$ cat config.mk
export PLATFORM = sky130hd
export DESIGN_NAME = acc_ovx_top
export DESIGN_NICKNAME = d
export VERILOG_FILES = /design/src/rtl/acc_ovx_pkg.sv /design/src/rtl/acc_opext.sv /design/src/rtl/acc_wrapdet.sv /design/src/rtl/acc_extcnt.sv /design/src/rtl/acc_ovx_top.sv
export SDC_FILE = /design/constraint.sdc
export NUM_CORES = 1
export LEC_CHECK = 0
export ABC_AREA = 1
export BUFFER_PORTS_ARGS = -buffer_cell sky130_fd_sc_hd__buf_2
export CORE_ASPECT_RATIO = 1.5
export CORE_MARGIN = 3
export CORE_UTILIZATION = 45
export DETAILED_ROUTE_END_ITERATION = 10
export PLACE_DENSITY_LB_ADDON = 0.15
export SLEW_MARGIN = 25
export SYNTH_ARGS = -nofsm -noshare
export SYNTH_HDL_FRONTEND = slang
export SYNTH_HIERARCHICAL = 1
export SYNTH_SLANG_ARGS = --single-unit
$ cat constraint.sdc
create_clock -name clk -period 3.45 [get_ports clk]
set_input_delay 0.345 -clock clk [delete_from_list [all_inputs] [get_ports clk]]
set_output_delay 0.345 -clock clk [all_outputs]
set_load 0.01 [all_outputs]
$ cat src/rtl/acc_ovx_pkg.sv
package acc_ovx_pkg;

  typedef enum logic {
    ARITH_UNSIGNED = 1'b0,
    ARITH_SIGNED   = 1'b1
  } arith_e;

  typedef enum logic [1:0] {
    WRAP_NONE = 2'd0,
    WRAP_UP   = 2'd1,
    WRAP_DOWN = 2'd2
  } wrap_e;

endpackage

$ cat src/rtl/acc_opext.sv
module acc_opext
  import acc_ovx_pkg::*;
#(
  parameter int OP_W  = 9,
  parameter int ACC_W = 18
) (
  input  arith_e             mode,
  input  logic [OP_W-1:0]    op,
  output logic [ACC_W-1:0]   op_wide
);
  localparam int PAD_W = ACC_W - OP_W;

  logic fill_bit;

  // In signed mode the fill bit copies the operand's top bit; in unsigned mode it is zero.
  assign fill_bit = (mode == ARITH_SIGNED) ? op[OP_W-1] : 1'b0;

  generate
    if (PAD_W > 0) begin : g_pad
      assign op_wide = {{PAD_W{fill_bit}}, op};
    end else begin : g_nopad
      assign op_wide = op[ACC_W-1:0];
    end
  endgenerate

endmodule

$ cat src/rtl/acc_wrapdet.sv
module acc_wrapdet
  import acc_ovx_pkg::*;
#(
  parameter int ACC_W = 18
) (
  input  arith_e             mode,
  input  logic [ACC_W-1:0]   acc,
  input  logic [ACC_W-1:0]   addend,
  output logic [ACC_W-1:0]   sum,
  output wrap_e              kind
);
  localparam int MSB = ACC_W - 1;

  logic [ACC_W:0] full;
  logic           carry;
  logic           same_sign;
  logic           sign_flip;

  assign full      = {1'b0, acc} + {1'b0, addend};
  assign sum       = full[MSB:0];
  assign carry     = full[ACC_W];
  assign same_sign = (acc[MSB] == addend[MSB]);
  assign sign_flip = (sum[MSB] != acc[MSB]);

  always_comb begin
    kind = WRAP_NONE;
    if (mode == ARITH_SIGNED) begin
      // A signed add can only wrap when both inputs have the same sign.
      if (same_sign && sign_flip) begin
        kind = acc[MSB] ? WRAP_DOWN : WRAP_UP;
      end
    end else if (carry) begin
      kind = WRAP_UP;
    end
  end

endmodule

$ cat src/rtl/acc_extcnt.sv
module acc_extcnt
  import acc_ovx_pkg::*;
#(
  parameter int EXT_W = 6
) (
  input  logic               clk,
  input  logic               rst,
  input  logic               clr,
  input  logic               step_en,
  input  wrap_e              kind,
  output logic [EXT_W-1:0]   cnt_q
);
  localparam logic [EXT_W-1:0] ONE = EXT_W'(1);

  always_ff @(posedge clk) begin
    if (rst || clr) begin
      cnt_q <= '0;
    end else if (step_en) begin
      unique case (kind)
        WRAP_UP:   cnt_q <= cnt_q + ONE;
        WRAP_DOWN: cnt_q <= cnt_q - ONE;
        default:   cnt_q <= cnt_q;
      endcase
    end
  end

endmodule

$ cat src/rtl/acc_ovx_top.sv
module acc_ovx_top
  import acc_ovx_pkg::*;
#(
  parameter int OP_W  = 9,
  parameter int ACC_W = 18,
  parameter int EXT_W = 6
) (
  input  logic                     clk,
  input  logic                     rst,
  input  logic                     acc_en,
  input  logic                     acc_clr,
  input  logic                     signed_mode,
  input  logic [OP_W-1:0]          operand,
  output logic [ACC_W-1:0]         sum_o,
  output logic                     wrap_pulse_o,
  output logic [ACC_W+EXT_W-1:0]   wide_o
);
  localparam int WIDE_W = ACC_W + EXT_W;
  localparam int MSB    = ACC_W - 1;

  arith_e              mode;
  logic [ACC_W-1:0]    op_wide;
  logic [ACC_W-1:0]    next_sum;
  wrap_e               kind;
  logic                take;
  logic [ACC_W-1:0]    acc_q;
  logic                pulse_q;
  logic [EXT_W-1:0]    cnt_q;

  assign mode = signed_mode ? ARITH_SIGNED : ARITH_UNSIGNED;
  assign take = acc_en && !acc_clr;

  acc_opext #(.OP_W(OP_W), .ACC_W(ACC_W)) u_opext (
    .mode    (mode),
    .op      (operand),
    .op_wide (op_wide)
  );

  acc_wrapdet #(.ACC_W(ACC_W)) u_wrapdet (
    .mode   (mode),
    .acc    (acc_q),
    .addend (op_wide),
    .sum    (next_sum),
    .kind   (kind)
  );

  acc_extcnt #(.EXT_W(EXT_W)) u_extcnt (
    .clk     (clk),
    .rst     (rst),
    .clr     (acc_clr),
    .step_en (take),
    .kind    (kind),
    .cnt_q   (cnt_q)
  );

  always_ff @(posedge clk) begin
    if (rst || acc_clr) begin
      acc_q   <= '0;
      pulse_q <= 1'b0;
    end else if (take) begin
      acc_q   <= next_sum;
      pulse_q <= (kind != WRAP_NONE);
    end else begin
      pulse_q <= 1'b0;
    end
  end

  // The counter is the upper part of the wide result. In signed mode it is added to the sign-extended sum.
  always_comb begin
    if (signed_mode) begin
      wide_o = {{EXT_W{acc_q[MSB]}}, acc_q} + {cnt_q, {ACC_W{1'b0}}};
    end else begin
      wide_o = {cnt_q, acc_q};
    end
  end

  assign sum_o        = acc_q;
  assign wrap_pulse_o = pulse_q;

endmodule

==> run metrics, run 1 <==
hold_buf cts=0; final hold vios=0; Initial Utilization=46.9%; final antenna-violating net count=0; synthesis-to-finish area growth=4.50%; Skew-Pair Late Insertion Delay=0.28 ns; Post-synth EDFFs=0; Vert. Die Dim=105 um; post-DR vias/cell=4.99; Post-Route Setup TNS=0 ns; top_reg_cell synth=dfxtp_1; Synth Warn #=6; Yosys top cell area share=17.2%; area leader, netlist=dfxtp_1; Fin Hold WS=0.254 ns; Max Fclk=329 MHz; post-DP HPWL=5730 um; synth cell count leaders=nand2_1, nor2_1, inv_1; asr flop ratio synth=0%; residual DRC count=0; FF+latch count, synth=25; FP Rows=35; pwr dens=240 nW/um^2; multi-input logic area=1840 um^2; Buffers on Ports=56; crit end category=flop; nets@finish=534; DR vias=2817; Worst Skew=0.00145 ns; CP Launch Type=input pin; Leakage=0.00175 uW; Post-CTS Setup Repair Bufs=0; antenna cells=0; Filler cells=683; Post-Route WL=7070 um; initial antenna violation count=0; largest net degree at the start of global routing=21; chip width=71.7 um; die area=7510 um^2; GR Util met3=1.73%; global-route met1 utilization=20.0%; gr ovfl total=0; met2 Use GR=37.2%; Avg WL per Cell=12.5 um; period utilization=88.2%; CTS resizes=0; Setup Viol. Count Final=0; Clock Tree Root=clkbuf_8; syn nets=510; Slew Limit Fails=0; VDD IR-drop max=0.000124 V; placer congestion estimate=0.925; Total GRT Usage=18.9%; share of cells above drive strength 1=20.6%; initial drt markers=115; vias in the first global route=2659; sequential cell area=500 um^2; crit path time final=3.04 ns; Arr. time, crit path=3.23 ns; Synth cell types=33; sequential area share after synthesis=17.2%; most area-consuming cells after synthesis=dfxtp_1, nand2_1, ha_1, buf_4, nor2_1; Tightest Hold Check Type=in -> reg; RSZ-0062 raised after global routing=false; first-pass GRT wire length=11600 um; Worst Tran Pin Value=0.947 ns; clock sinks=25; Longest Clk Path Bufs=2; io pins=57; CP max FO=9; total CTS buffers=3; Critical Path RT=3.64 ns; H-Tree Depth=1; Post-Synthesis Cells=468; DRT Pass-1 Iters=4; Setup Crit Path Kind=in -> reg; status=completed; most frequent cell after synthesis=nand2_1; CTS tree=yes; max_cap viols=0; Synth Cell Area=2920 um^2; Slew HR=36.8%; Core ar.=6220 um^2; GR peak layer=met2; clock slew at reported path FFs=0.10 ns; mean post-synth cell area=6.23 um^2
==> critical path: stages <==
cell	delay, ns
buf_2	0.11
nand2_1	0.05
inv_1	0.28
ha_1	0.36
a21oi_1	0.21
o21ai_0	0.17
a21oi_2	0.22
nand3_1	0.10
nor2_1	0.17
ha_1	0.23
nand2_1	0.08
nand2_1	0.11
inv_1	0.05
ha_1	0.16
o21bai_1	0.18
nand3_1	0.10
a21oi_1	0.06
nand3b_1	0.15
nand2_1	0.06
inv_1	0.03
==> where the power goes <==
group          switching (uW)  internal [uW]
logic                     144           86.8
registers                11.9            299
clock network             108           83.0
total                     264            469
==> registers in the layout (all words and copies together), names as in the netlist <==
register        count
sum_o              18
u_extcnt/cnt_q      6
wrap_pulse_o        1
==> final cells by class <==
| class | instances | share of cell area [%] |
|---|---|---|
| Clock buffer | 4 | 1.48 |
| Sequential cell | 25 | 16.4 |
| Inverter | 65 | 8.00 |
| Tap cell | 74 | 3.04 |
| Multi-Input combinational cell | 335 | 60.4 |
| Timing Repair Buffer | 62 | 10.7 |
==> cells in the final DEF, fill, tap and decap left out, types with 9 or more instances in the layout <==
cell type | synthesis | final
inv_1 | 62 | 62
dfxtp_1 | 25 | 25
nor3_2 | 11 | 11
nand3_1 | 29 | 29
buf_2 | 3 | 56
a21oi_1 | 20 | 20
nor3_1 | 12 | 12
o21ai_0 | 11 | 11
nand2_2 | 9 | 9
nor2_1 | 70 | 70
ha_1 | 26 | 26
nand2_1 | 108 | 108
==> logic make-up after synthesis <==
logic type	share of synthesized area, %
XOR/XNOR	3.30
buffers and inverters	19.7
adder cells (fa/ha/maj)	12.5
AND/OR/NAND/NOR	40.0
flip-flops	17.2
AO/OA/AOI/OAI	7.33
==> final timing paths <==
check | from | endpoint | depth (start not counted) | slack (ns)
worst max register to register | sum_o[17]$_SDFFE_PP0P_ | u_extcnt/cnt_q[4]$_SDFFE_PP0P_ | 20 | 0.43
worst max-delay path | signed_mode | u_extcnt/cnt_q[4]$_SDFFE_PP0P_ | 20 | 0.41
worst min-delay path | rst | wrap_pulse_o$_SDFF_PP0_ | 2 | 0.25
worst min register to register | sum_o[4]$_SDFFE_PP0P_ | sum_o[4]$_SDFFE_PP0P_ | 2 | 0.53
==> stage by stage <==
stage / cells / setup WS [ns] / utilization (%) / power [uW] / instance area [um^2]
after floorplan: 468 / 0.457 / - / 513 / 2920
after global placement: 561 / 0.182 / 48.3 / 548 / 3000
after detailed placement: 561 / 0.113 / 48.3 / 550 / 3000
after CTS: 565 / 0.385 / 49.0 / 741 / 3050
after global routing: 565 / 0.0546 / 49.0 / 779 / 3050
final: 565 / 0.409 / 49.0 / 733 / 3050
==> per-layer routing <==
metal  vias to the layer above  share of wire [%]
li1                       1480                  -
met1                      1269                 40
met2                        58                 55
met3                        10                3.5
met4                         0                1.7
met5                         -                  0
Power figures use the tool's default switching activity.
==> run 2: changes to the inputs <==
--- a/config.mk
+++ b/config.mk
@@ -5,7 +5,6 @@
 export SDC_FILE = /design/constraint.sdc
 export NUM_CORES = 1
 export LEC_CHECK = 0
-export ABC_AREA = 1
 export BUFFER_PORTS_ARGS = -buffer_cell sky130_fd_sc_hd__buf_2
 export CORE_ASPECT_RATIO = 1.5
 export CORE_MARGIN = 3
==> run metrics, run 2 <==
DR vias=2177 (-23%); net switching power=200 uW (-24%); Core Util, Final=52.4% (+3.3 points); Critical Path RT=3.65 ns (about the same); final hold vios=0 (unchanged); first-pass GRT wire length=9350 um (-19%); hold_buf cts=0 (unchanged); H-Tree Depth=1 (unchanged); placer congestion estimate=0.847 (-8.5%); Core ar.=5530 um^2 (-11%); Filler cells=564 (-17%); Total GRT Usage=17.4% (-1.5 points); period utilization=96.1% (+8.0 points); Fin Hold WS=0.320 ns (+0.0657 ns); CTS tree=yes; Worst Tran Pin Value=0.621 ns (-0.326 ns); Avg WL per Cell=14.0 um (+12%); Synth cell types=63 (+91%); Slew Limit Fails=0 (unchanged); Tightest Hold Check Type=in -> reg; Post-Route WL=5700 um (-19%); post-DR vias/cell=5.34 (+7.0%); total CTS buffers=3 (unchanged); max FFs per register=18 (unchanged); Setup Crit Path Kind=reg -> reg; nets@finish=381 (-29%); finished layout cell area=2900 um^2 (-5.0%); FF+latch count, synth=25 (unchanged); Longest Clk Path Bufs=2 (unchanged); Max Fclk=302 MHz (-8.3%); Slew HR=58.6% (+22 points); CP Launch Type=flop; DRT Pass-1 Iters=4 (unchanged); Post-Synthesis Cells=308 (-34%); Initial Utilization=47.1% (+0.16 points); switching portion of total power=30.3% (-5.7 points); initial drt markers=83 (-28%); vias in the first global route=2139 (-20%); most frequent cells in the layout=buf_2, nor2_1, mux2i_1, dfxtp_1, ha_1; Skew-Pair Late Insertion Delay=0.27 ns (about the same); most frequent cell after synthesis=buf_4; clock slew at reported path FFs=0.10 ns (about the same); gr ovfl total=0 (unchanged); status=completed; Yosys top cell area share=19.2% (+2.1 points); Clk pwr share=27.2% (+1.2 points); placed cell areas=2750 um^2 (-8.4%); Buffers on Ports=56 (unchanged); initial antenna violation count=0 (unchanged); Worst Skew=0.0119 ns (+0.0104 ns); Total Power=660 uW (-10%); multi-input logic area=1820 um^2 (-1.4%); sequential cell area=503 um^2 (+0.50%); crit path time final=3.32 ns (+0.274 ns); Vert. Die Dim=99.2 um (-5.2%); Leakage=0.00144 uW (-17%); pwr dens=228 nW/um^2 (-5.3%); chip width=68.1 um (-5.1%); Post-synth EDFFs=0 (unchanged); Arr. time, crit path=3.52 ns (+0.29 ns); Synth Cell Area=2600 um^2 (-11%); asr flop ratio synth=0% (unchanged); Comb pwr share=26.6% (-4.9 points); top_reg_cell synth=dfxtp_1; post-DP HPWL=4340 um (-24%); FP Rows=33 (-5.7%); synthesis-to-finish area growth=11.2%; CP max FO=9 (unchanged); leading cell type in the layout, fill and taps excluded=buf_2; residual DRC count=0 (unchanged); Setup Viol. Count Final=0 (unchanged); synth cell count leaders=buf_4, nor2_1, ha_1; mean post-synth cell area=8.46 um^2 (+36%); RSZ-0062 raised after global routing=true; area leader, netlist=dfxtp_1; final antenna-violating net count=0 (unchanged); largest net degree at the start of global routing=21 (unchanged); sequential area share after synthesis=19.2% (+2.1 points); Internal Power=460 uW (-2.0%); max_cap viols=0 (unchanged); Clock Tree Root=clkbuf_8; clock sinks=25 (unchanged); crit end category=flop; setup slack at placement=-0.0294 ns (-0.142 ns); die area=6760 um^2 (-10%); Synth Warn #=6 (unchanged); setup slack after layout=0.134 ns (-0.274 ns); most area-consuming cells after synthesis=dfxtp_1, ha_1, buf_4, mux2i_1, xnor2_1; Seq pwr share=46.1% (+3.6 points); VDD IR-drop max=0.000168 V (+35%); share of cells above drive strength 1=31.1% (+10 points); antenna cells=0 (unchanged); io pins=57 (unchanged); syn nets=350 (-31%)
run 2: worst paths after layout:
path | startpoint | to | slack [ns] | cells past startpoint
max | sum_o[0]$_SDFFE_PP0P_ | u_extcnt/cnt_q[5]$_SDFFE_PP0P_ | 0.13 | 16
min reg2reg | u_extcnt/cnt_q[4]$_SDFFE_PP0P_ | u_extcnt/cnt_q[4]$_SDFFE_PP0P_ | 0.53 | 2
max reg2reg | sum_o[0]$_SDFFE_PP0P_ | u_extcnt/cnt_q[5]$_SDFFE_PP0P_ | 0.13 | 16
min | rst | u_extcnt/cnt_q[0]$_SDFFE_PP0P_ | 0.32 | 2
run 2: area by class of cell:
| type | count | share of cell area, % |
|---|---|---|
| Clock buffer | 3 | 1.42 |
| Clock inverter | 1 | 0.173 |
| Inverter | 16 | 2.07 |
| Multi-Input combinational cell | 223 | 62.7 |
| Sequential cell | 25 | 17.4 |
| Tap cell | 70 | 3.02 |
| Timing Repair Buffer | 70 | 13.3 |
run 2: power groups by stage:
stage	Clock, uW	Combinational, uW	Sequential (uW)
after detailed placement	0	171	311
after global routing	203	197	306
after global placement	0	171	311
after floorplan	0	141	314
after CTS	190	172	304
final	179	176	304
run 2: cell families (layout without fill, tap and decap cells):
family,count (synthesis),after routing,synth area share (%)
compound gates,64,64,17.3
xor+xnor,22,22,7.40
fa+ha+maj,28,28,14.0
buf+inv,60,90,14.9
flops,25,25,19.2
mux,26,26,10.1
simple gates,83,83,17.0
run 2: metal layers:
layer | global-route usage (%) | routed length [um] | vias up
met5 | 0 | 0 | -
li1 | - | - | 1111
met2 | 32.9 | 3200 | 36
met3 | 2.26 | 182 | 2
met1 | 19.4 | 2280 | 1028
met4 | 4.75 | 35 | 0
run 2: timing repair:
item	CTS	global route
gates resized for setup	0	16
buffers inserted	0	2
hold endpoints to repair	0	0
endpoints found under the setup margin	0	4
run 2: critical path, stage by stage (launching register included):
cell and delay (ns):
dfxtp_2 0.36, ha_4 0.13, inv_2 0.04, fa_2 0.39, nor2b_4 0.13, o2111a_1 0.20
o21a_1 0.17, or3_4 0.15, a31oi_4 0.07, o32ai_2 0.25, inv_1 0.14, ha_4 0.19
buf_4 0.16, and3b_1 0.25, a41oi_2 0.13, a311oi_2 0.26, mux2i_1 0.21
run 2: through the flow:
step / setup TNS [ns] / cells
6_report: 0 / 408
5_1_grt: -0.135 / 408
4_1_cts: 0 / 406
3_5_place_dp: -0.0294 / 402
3_3_place_gp: 0 / 402
2_1_floorplan: 0 / 308
==> run 3: changes to the inputs <==
--- a/config.mk
+++ b/config.mk
@@ -6,9 +6,11 @@
 export NUM_CORES = 1
 export LEC_CHECK = 0
 export BUFFER_PORTS_ARGS = -buffer_cell sky130_fd_sc_hd__buf_2
+export CELL_PAD_IN_SITES_DETAIL_PLACEMENT = 1
+export CELL_PAD_IN_SITES_GLOBAL_PLACEMENT = 1
 export CORE_ASPECT_RATIO = 1.5
 export CORE_MARGIN = 3
-export CORE_UTILIZATION = 45
+export CORE_UTILIZATION = 38
 export DETAILED_ROUTE_END_ITERATION = 10
 export PLACE_DENSITY_LB_ADDON = 0.15
 export SLEW_MARGIN = 25
==> run metrics, run 3 (synthesized netlist as in run 2, its figures left out) <==
status=completed; FP Rows=36 (+9.1%); die area=7910 um^2 (+17%); max FFs per register=18 (unchanged); Worst Skew=0.00759 ns (-0.00427 ns); placer congestion estimate=0.825 (-2.5%); Critical Path RT=3.67 ns (+0.02 ns); CP Launch Type=flop; met3 wire length=191 um (+4.9%); Worst Tran Pin Value=0.622 ns (+0.00125 ns); crit path launch=sum_o[0]$_SDFFE_PP0P_; residual DRC count=0 (unchanged); initial drt markers=41 (-51%); slowest library cell on the worst path=or3_4; clock slew at reported path FFs=0.10 ns (about the same); max_cap viols=0 (unchanged); Setup Viol. Count Final=0 (unchanged); crit end category=flop; Buffers on Ports=56 (unchanged); CP endpoint=u_extcnt/cnt_q[2]$_SDFFE_PP0P_; largest net degree at the start of global routing=21 (unchanged); VDD IR-drop max=0.000151 V (-11%); Total GRT Usage=17.3% (-0.11 points); io pins=57 (unchanged); DRT Pass-1 Iters=3 (-1); share of cells above drive strength 1=36.4% (+5.3 points); final antenna-violating net count=0 (unchanged); initial antenna violation count=0 (unchanged); antenna cells=0 (unchanged); Setup Crit Path Kind=reg -> reg; post-DR vias/cell=5.38 (+0.80%); CP max FO=3 (-6); leading cell type in the layout, fill and taps excluded=buf_2; Slew HR=58.5% (-0.083 points); Max Fclk=302 MHz (about the same); max incr delay on CP=0.39 ns (about the same); Initial Utilization=39.6% (-7.5 points); Tightest Hold Check Type=in -> reg; Clock Tree Root=clkbuf_8; clock sinks=25 (unchanged); Vert. Die Dim=107 um (+8.3%); Post-Route WL=6580 um (+15%); Filler cells=810 (+44%); final hold vios=0 (unchanged); CTS tree=yes; gr ovfl total=0 (unchanged); H-Tree Depth=1 (unchanged); pwr dens=224 nW/um^2 (-1.6%); most frequent cells in the layout=buf_2, nor2_1, buf_4; RR Endpoint=u_extcnt/cnt_q[2]$_SDFFE_PP0P_; Core ar.=6580 um^2 (+19%); vias in the first global route=2399 (+12%); Post-Route Setup TNS=0 ns (unchanged); metal2 WL=3650 um (+14%); crit path cell chain=ha_4, inv_2, fa_2, nor2b_4, o2111a_1, o21a_1, or3_4, a31oi_4, o32ai_2, inv_2, ha_4, xor2_1, ha_2, a21oi_1, xor2_1, or3_1, a21boi_1; Worst Reg-to-Reg Cells=17 (+1); nets@finish=395 (+3.7%); DR vias=2302 (+5.7%); crit path time final=3.32 ns (-0.000698 ns); Avg WL per Cell=15.4 um (+10%); Total Power=682 uW (+3.5%); synthesis-to-finish area growth=16.9%; first-pass GRT wire length=11100 um (+19%); Arr. time, crit path=3.53 ns (about the same); hold_buf cts=0 (unchanged); total CTS buffers=3 (unchanged); r2r setup slk=0.13 ns (about the same); R2R Path Start=sum_o[0]$_SDFFE_PP0P_; Leakage=0.00152 uW (+5.6%); post-DP HPWL=5150 um (+19%); Slew Limit Fails=0 (unchanged); DR top layer=met4; chip width=73.6 um (+8.1%); period utilization=96.1% (about the same); Longest Clk Path Bufs=2 (unchanged); Skew-Pair Late Insertion Delay=0.28 ns (about the same); met1 wire length=2680 um (+18%)
## run 3: worst min path at each step
stage / depth (start not counted) / start / to
floorplan: 1 / rst / u_extcnt/cnt_q[0]$_SDFFE_PP0P_
global placement: 2 / sum_o[0]$_SDFFE_PP0P_ / sum_o[0]$_SDFFE_PP0P_
detailed placement: 2 / sum_o[0]$_SDFFE_PP0P_ / sum_o[0]$_SDFFE_PP0P_
CTS: 2 / rst / u_extcnt/cnt_q[0]$_SDFFE_PP0P_
global route: 2 / rst / u_extcnt/cnt_q[0]$_SDFFE_PP0P_
finish: 2 / rst / u_extcnt/cnt_q[0]$_SDFFE_PP0P_
## run 3: stage by stage
step                      utilization (%)  cell area [um^2]  setup slack, ns  std cells  hold WS (ns)
after floorplan                         -              2620           0.0460        308         0.422
after global placement               43.0              2830          -0.0653        417         0.501
after detailed placement             43.0              2830           -0.154        417         0.513
after CTS                            43.8              2880         0.000375        422         0.307
after global routing                 46.3              3050          -0.0584        428         0.303
final                                46.3              3050            0.135        428         0.313
## run 3: critical path: cells and delay by family, from the launching register on
| kind | cells | cell delay, ns |
|---|---|---|
| and+or+nand+nor | 3 | 0.76 |
| xor gates and xnor gates | 2 | 0.36 |
| adders and majority gates | 4 | 0.74 |
| buffers and inverters | 2 | 0.15 |
| DFF | 1 | 0.37 |
| AOI/OAI and AO/OA | 6 | 0.86 |
## run 3: cell type report
class / count / area (um^2) / share of cell area (%)
multi-input cells: 223 / 1840 / 60.5
flip-flops and latches: 25 / 507 / 16.6
repair buffers: 84 / 494 / 16.2
well taps: 76 / 95.1 / 3.12
inverters: 16 / 60.1 / 1.97
clock buffers: 3 / 41.3 / 1.36
clock inverters: 1 / 5.00 / 0.164
## run 3: timing repair
item	in CTS	in global routing
pin swaps	2	11
hold endpoints to repair	0	0
gates resized for setup	0	27
setup endpoints to repair	2	6
buffers inserted	1	6
## run 3: where the power goes
| group | switching (uW) | internal [uW] | leakage [uW] | total [uW] |
|---|---|---|---|---|
| Clock | 109 | 81.2 | 0.0000255 | 190 |
| Combinational | 99.3 | 89.2 | 0.00129 | 189 |
| Sequential | 8.19 | 296 | 0.000204 | 304 |
## run 3: routing by layer
metal	track usage [%]	vias to the layer above
met5	0	-
met4	3.89	0
met3	1.59	5
met2	33.1	38
met1	19.9	1121
li1	-	1138
